$ cat config.mk
export PLATFORM = sky130hd
export DESIGN_NAME = updown_timer8
export DESIGN_NICKNAME = d
export VERILOG_FILES = /design/src/rtl/tmr_pkg.sv /design/src/rtl/tmr_prescaler.sv /design/src/rtl/tmr_counter.sv /design/src/rtl/tmr_flag.sv /design/src/rtl/updown_timer8.sv
export SDC_FILE = /design/constraint.sdc
export NUM_CORES = 1
export LEC_CHECK = 0
export ABC_CLOCK_PERIOD_IN_PS = 2450
export CORE_MARGIN = 2
export CORE_UTILIZATION = 56
export DETAILED_ROUTE_END_ITERATION = 10
export MAX_ROUTING_LAYER = met4
export PLACE_DENSITY = 0.82
export SLEW_MARGIN = 10
export SYNTH_ARGS = -nofsm -noshare
export SYNTH_HDL_FRONTEND = slang
export SYNTH_SLANG_ARGS = --single-unit
export TNS_END_PERCENT = 30
$ cat constraint.sdc
create_clock -name clk -period 2.45 [get_ports clk]
set_input_delay 0.3675 -clock clk [delete_from_list [all_inputs] [get_ports clk]]
set_output_delay 0.3675 -clock clk [all_outputs]
set_load 0.01 [all_outputs]
$ cat src/rtl/tmr_pkg.sv
package tmr_pkg;
  typedef enum logic [1:0] {
    MODE_WRAP  = 2'd0,
    MODE_DUAL  = 2'd1,
    MODE_CLR_A = 2'd2,
    MODE_CLR_B = 2'd3
  } mode_e;

  localparam logic [1:0] ADDR_CNT  = 2'd0;
  localparam logic [1:0] ADDR_CMP  = 2'd1;
  localparam logic [1:0] ADDR_CTRL = 2'd2;
  localparam logic [1:0] ADDR_FLAG = 2'd3;

  localparam int FLAG_CMP = 0;
  localparam int FLAG_OVF = 1;
  localparam int NUM_FLAGS = 2;
endpackage

$ cat src/rtl/tmr_prescaler.sv
module tmr_prescaler #(
  parameter int PRE_W = 10,
  parameter int CS_W  = 3
) (
  input  logic            clk,
  input  logic            rst,
  input  logic [CS_W-1:0] clk_sel,
  output logic            tick
);
  localparam int TAP_8    = 3;
  localparam int TAP_64   = 6;
  localparam int TAP_256  = 8;
  localparam int TAP_1024 = 10;

  logic [PRE_W-1:0] pre_q;

  always_ff @(posedge clk) begin
    if (rst) pre_q <= '0;
    else     pre_q <= pre_q + 1'b1;
  end

  always_comb begin
    case (clk_sel)
      CS_W'(1): tick = 1'b1;
      CS_W'(2): tick = &pre_q[TAP_8-1:0];
      CS_W'(3): tick = &pre_q[TAP_64-1:0];
      CS_W'(4): tick = &pre_q[TAP_256-1:0];
      CS_W'(5): tick = &pre_q[TAP_1024-1:0];
      default:  tick = 1'b0;
    endcase
  end
endmodule

$ cat src/rtl/tmr_counter.sv
module tmr_counter #(
  parameter int CNT_W = 8
) (
  input  logic              clk,
  input  logic              rst,
  input  logic              tick,
  input  tmr_pkg::mode_e    mode,
  input  logic              load,
  input  logic [CNT_W-1:0]  load_val,
  output logic [CNT_W-1:0]  cnt,
  output logic              ovf_evt,
  output logic              at_top,
  output logic              at_bot
);
  import tmr_pkg::*;

  localparam logic [CNT_W-1:0] MAXV = '1;
  localparam logic [CNT_W-1:0] ONE  = CNT_W'(1);

  logic [CNT_W-1:0] cnt_q, cnt_d;
  logic             up_q, up_d;

  always_comb begin
    cnt_d   = cnt_q;
    up_d    = up_q;
    ovf_evt = 1'b0;
    if (load) begin
      cnt_d = load_val;
    end else if (tick) begin
      case (mode)
        MODE_WRAP: begin
          cnt_d   = cnt_q + ONE;
          ovf_evt = (cnt_q == MAXV);
        end
        MODE_DUAL: begin
          if (up_q) begin
            if (cnt_q == MAXV) begin
              cnt_d = cnt_q - ONE;
              up_d  = 1'b0;
            end else begin
              cnt_d = cnt_q + ONE;
            end
          end else begin
            if (cnt_q == '0) begin
              cnt_d = ONE;
              up_d  = 1'b1;
            end else begin
              cnt_d   = cnt_q - ONE;
              ovf_evt = (cnt_q == ONE);
            end
          end
        end
        default: cnt_d = '0;
      endcase
    end
  end

  always_ff @(posedge clk) begin
    if (rst) begin
      cnt_q <= '0;
      up_q  <= 1'b1;
    end else begin
      cnt_q <= cnt_d;
      up_q  <= up_d;
    end
  end

  assign cnt    = cnt_q;
  assign at_top = (cnt_q == MAXV);
  assign at_bot = (cnt_q == '0);
endmodule

$ cat src/rtl/tmr_flag.sv
module tmr_flag (
  input  logic clk,
  input  logic rst,
  input  logic set,
  input  logic clr,
  output logic flag
);
  always_ff @(posedge clk) begin
    if (rst)      flag <= 1'b0;
    else if (set) flag <= 1'b1;
    else if (clr) flag <= 1'b0;
  end
endmodule

$ cat src/rtl/updown_timer8.sv
module updown_timer8 #(
  parameter int CNT_W  = 8,
  parameter int PRE_W  = 10,
  parameter int CS_W   = 3,
  parameter int MODE_W = 2
) (
  input  logic             clk,
  input  logic             rst,
  input  logic             host_wr,
  input  logic [1:0]       host_addr,
  input  logic [CNT_W-1:0] host_wdata,
  output logic [CNT_W-1:0] host_rdata,
  input  logic             irq_global_en,
  input  logic             cmp_ack,
  input  logic             ovf_ack,
  output logic             cmp_irq,
  output logic             ovf_irq,
  output logic             cnt_top,
  output logic             cnt_bottom
);
  import tmr_pkg::*;

  localparam int MODE_LSB = CS_W;
  localparam int CIE_BIT  = CS_W + MODE_W;
  localparam int OIE_BIT  = CIE_BIT + 1;
  localparam int CTRL_W   = OIE_BIT + 1;

  logic [CS_W-1:0]      cs_q;
  mode_e                mode_q;
  logic                 cie_q, oie_q;
  logic [CNT_W-1:0]     cmp_q;
  logic [CNT_W-1:0]     cnt;
  logic                 tick, ovf_evt, cmp_match, cnt_wr;
  logic [NUM_FLAGS-1:0] flag_set, flag_clr, flag_q, flag_ack;
  logic                 wdata_unused;

  assign cnt_wr       = host_wr && (host_addr == ADDR_CNT);
  assign wdata_unused = ^host_wdata;

  tmr_prescaler #(.PRE_W(PRE_W), .CS_W(CS_W)) u_pre (
    .clk(clk), .rst(rst), .clk_sel(cs_q), .tick(tick)
  );

  tmr_counter #(.CNT_W(CNT_W)) u_cnt (
    .clk(clk), .rst(rst), .tick(tick), .mode(mode_q),
    .load(cnt_wr), .load_val(host_wdata), .cnt(cnt),
    .ovf_evt(ovf_evt), .at_top(cnt_top), .at_bot(cnt_bottom)
  );

  assign cmp_match = (cnt == cmp_q);

  assign flag_set[FLAG_CMP] = tick && cmp_match;
  assign flag_set[FLAG_OVF] = ovf_evt;
  assign flag_ack[FLAG_CMP] = cmp_ack;
  assign flag_ack[FLAG_OVF] = ovf_ack;

  for (genvar i = 0; i < NUM_FLAGS; i++) begin : g_flag
    assign flag_clr[i] = flag_ack[i] ||
                         (host_wr && (host_addr == ADDR_FLAG) && host_wdata[i]);
    tmr_flag u_flag (
      .clk(clk), .rst(rst), .set(flag_set[i]), .clr(flag_clr[i]), .flag(flag_q[i])
    );
  end

  always_ff @(posedge clk) begin
    if (rst) begin
      cs_q   <= '0;
      mode_q <= MODE_WRAP;
      cie_q  <= 1'b0;
      oie_q  <= 1'b0;
      cmp_q  <= '0;
    end else if (host_wr) begin
      if (host_addr == ADDR_CMP) cmp_q <= host_wdata;
      if (host_addr == ADDR_CTRL) begin
        cs_q   <= host_wdata[CS_W-1:0];
        mode_q <= mode_e'(host_wdata[MODE_LSB +: MODE_W]);
        cie_q  <= host_wdata[CIE_BIT];
        oie_q  <= host_wdata[OIE_BIT];
      end
    end
  end

  always_ff @(posedge clk) begin
    if (rst) begin
      host_rdata <= '0;
    end else begin
      case (host_addr)
        ADDR_CNT:  host_rdata <= cnt;
        ADDR_CMP:  host_rdata <= cmp_q;
        ADDR_CTRL: host_rdata <= CNT_W'({oie_q, cie_q, mode_q, cs_q});
        default:   host_rdata <= CNT_W'(flag_q);
      endcase
    end
  end

  assign cmp_irq = flag_q[FLAG_CMP] && cie_q && irq_global_en;
  assign ovf_irq = flag_q[FLAG_OVF] && oie_q && irq_global_en;

  logic [CTRL_W-1:0] ctrl_view_unused;
  assign ctrl_view_unused = {oie_q, cie_q, mode_q, cs_q};
endmodule

==> results.cfg <==
[logic_synthesis]
yosysWarnings = 0
synth-seq-cells = 44
synth_ff_type = dfxtp_1
syn_area_um2 = 2480
syn_nets = 324
synth_top_area_share_pct = 35.4
synth_edf_count = 0
synth_top_family_by_area = simple AND/OR/NAND/NOR gates
yosys.area_share.xor_xnor_pct = 5.64
synth-compound-area-share_pct = 16.3
syn-mean-instance-area_um2 = 8.23
synth_top_cells_by_area = dfxtp_1, nor2_1, mux2i_1
synth_adder_area_share_pct = 3.02
synth_simple_gate_area_share_pct = 27.6
ys_seq_area_share_pct = 35.4
synth.distinct_cells = 52
synth_top_area_cell = dfxtp_1
async_reset_ff_share_pct = 0
synthMuxAreaShare_pct = 7.05
syn_inst = 302

[floorplanning]
dieArea_um2 = 4990
num_io_pins = 28
start_util_pct = 57.5
fp-row-count = 24
die_h_um = 70.6
dieWidth_um = 70.6
coreArea_um2 = 4320

[final_layout]
nNetsFinal = 353
multiInputGateArea_um2 = 1490
final_common_cell = dfxtp_1
area_delta_synth_final_pct = 19.4
drive_gt1_share_pct = 11.1
seqCellArea_um2 = 881
final_cell_mix = dfxtp_1, nor2_1, nand2_1
n_antenna_cell = 0
layout.filler_cells = 372

[sta]
max_freq_mhz = 426
hold_viol = 0
final-setup-viol-count = 0
period_needed_ns = 2.35
fin_crit_sh_pct = 95.8
fin_setup_tns_ns = 0
slew_headroom_pct = 65.5
worstMarginPinSlew_ns = 0.517
rsz0062_at_grt = false
drv_slew = 0
fin_skew_ns = 0.00870

[global_routing]
grt_max_degree = 30
antenna_found_initial = 0
grt_overflow = 0
grt_first_pass_wirelength_um = 10900
grt_usage_pct = 28.1
grt_pass1_vias = 2357

[clocking]
clock_sinks = 44
cts_root_buf = clkbuf_8
cts_max_level = 2
holdBufCountCts = 0
clockBufferDepth = 2
clkSlewWorstSetupHoldPaths_ns = 0.09
clkLatencyLatePin_ns = 0.30
cts_tree = built
cts_made_buffers = 5

[route]
vias_per_cell = 6.25
drc = 0
vias = 2400
drt_iter0_drc = 198
final_antenna_net_count = 0
wl_um = 6390
wl_per_cell_um = 16.6
drtPass1Iterations = 4

[worst_hold_path]
hp-class = reg2reg

[setup_path]
rrSetupSlack_ns = 0.18
path_max_fanout = 6
critPathKind = reg2out
startpoint_type = flip-flop
cp_data_required_time_ns = 2.08
end_kind = output port
arrival_ns = 1.98

[placement]
dpl.hpwl_um = 4550
port_buffers = 27
gp_congestion = 0.949

[pwr]
p_total_mw = 1.61
peakVddDrop_mv = 0.286
power_density_nw_per_um2 = 543
power_leakage_nw = 1.18

[job]
drv_cap = 0

[status]
run_status = completed
==> sequential cells by signal, indices dropped and copies added, names as in the netlist <==
signal / count
u_pre.pre_q: 10
cmp_q: 8
host_rdata: 8
u_cnt.cnt: 8
cs_q: 3
g_flag.u_flag.flag: 2
mode_q: 2
cie_q: 1
oie_q: 1
u_cnt.up_q: 1
==> metrics by stage <==
step                setup slack [ns]  area, µm²  hold WS, ns  util (%)  cells
floorplan                      0.410       2480        0.430         -    302
global placement               0.329       2840        0.443      65.6    376
detailed placement             0.230       2840        0.457      65.6    376
CTS                           0.0524       2960        0.477      68.4    384
global route                 0.00130       2970        0.513      68.6    384
finish                         0.104       2970        0.473      68.6    384
==> final cells by class <==
| class | instances | area share, % |
|---|---|---|
| multi-input cells | 233 | 50.3 |
| flip-flops and latches | 44 | 29.7 |
| repair buffers | 44 | 13.4 |
| clock buffers | 6 | 2.78 |
| well taps | 52 | 2.19 |
| clock inverters | 2 | 1.31 |
| inverters | 3 | 0.379 |
==> kinds of logic after synthesis <==
group                      count (synthesis)
and+or+nand+nor                          138
muxes                                     15
DFF                                       44
AOI/OAI and AO/OA                         58
xor gates and xnor gates                  16
buffers and inverters                     25
adders and majority gates                  6
==> where the power goes <==
group | leakage [nW] | internal, mW | switching [mW] | total, mW
sequential | 0.357 | 0.737 | 0.0263 | 0.764
combinational | 0.766 | 0.119 | 0.138 | 0.257
clock | 0.0614 | 0.333 | 0.257 | 0.591
total | 1.18 | 1.19 | 0.421 | 1.61
==> critical path, cell delays in order, from the launching register on <==
cell	delay, ns
dfxtp_1	0.43
ha_1	0.28
nand4_1	0.18
nor2_1	0.21
clkdlybuf4s50_1	0.57
==> worst paths after layout <==
path,from,endpoint,cells after the start
min,u_pre.pre_q[0],u_pre.pre_q[0],1
max reg2reg,u_cnt.cnt[0],u_cnt.cnt[7],7
max,u_cnt.cnt[0],cnt_top,4
min reg2reg,u_pre.pre_q[0],u_pre.pre_q[0],1
==> cell usage after synthesis (all sizes together), types with 2 or more instances <==
| master | instances |
|---|---|
| a211oi | 5 |
| a21oi | 24 |
| a221oi | 3 |
| a311oi | 2 |
| a41o | 2 |
| and3 | 6 |
| buf | 9 |
| clkbuf | 13 |
| dfxtp | 44 |
| ha | 6 |
| inv | 3 |
| mux2i | 13 |
| mux4 | 2 |
| nand2 | 30 |
| nand2b | 2 |
| nand3 | 24 |
| nand3b | 4 |
| nand4 | 6 |
| nor2 | 39 |
| nor2b | 9 |
| nor3 | 6 |
| nor4 | 4 |
| o2111ai | 2 |
| o21ai | 6 |
| o311ai | 3 |
| o31ai | 2 |
| or3 | 2 |
| or3b | 2 |
| xnor2 | 4 |
| xor2 | 12 |
==> per-layer routing <==
| layer | vias to the layer above | track usage (%) | routed length, µm |
|---|---|---|---|
| li1 | 1139 | - | - |
| met2 | 95 | 45.3 | 3180 |
| met4 | 0 | 12.2 | 153 |
| met5 | - | - | 0 |
| met1 | 1148 | 34.8 | 2680 |
| met3 | 18 | 4.84 | 376 |
==> what timing repair did <==
action	CTS	global route
gates resized for setup	0	2
buffers inserted	0	0
setup endpoints to repair	0	3
No activity file was read; power rests on OpenSTA's default activity.
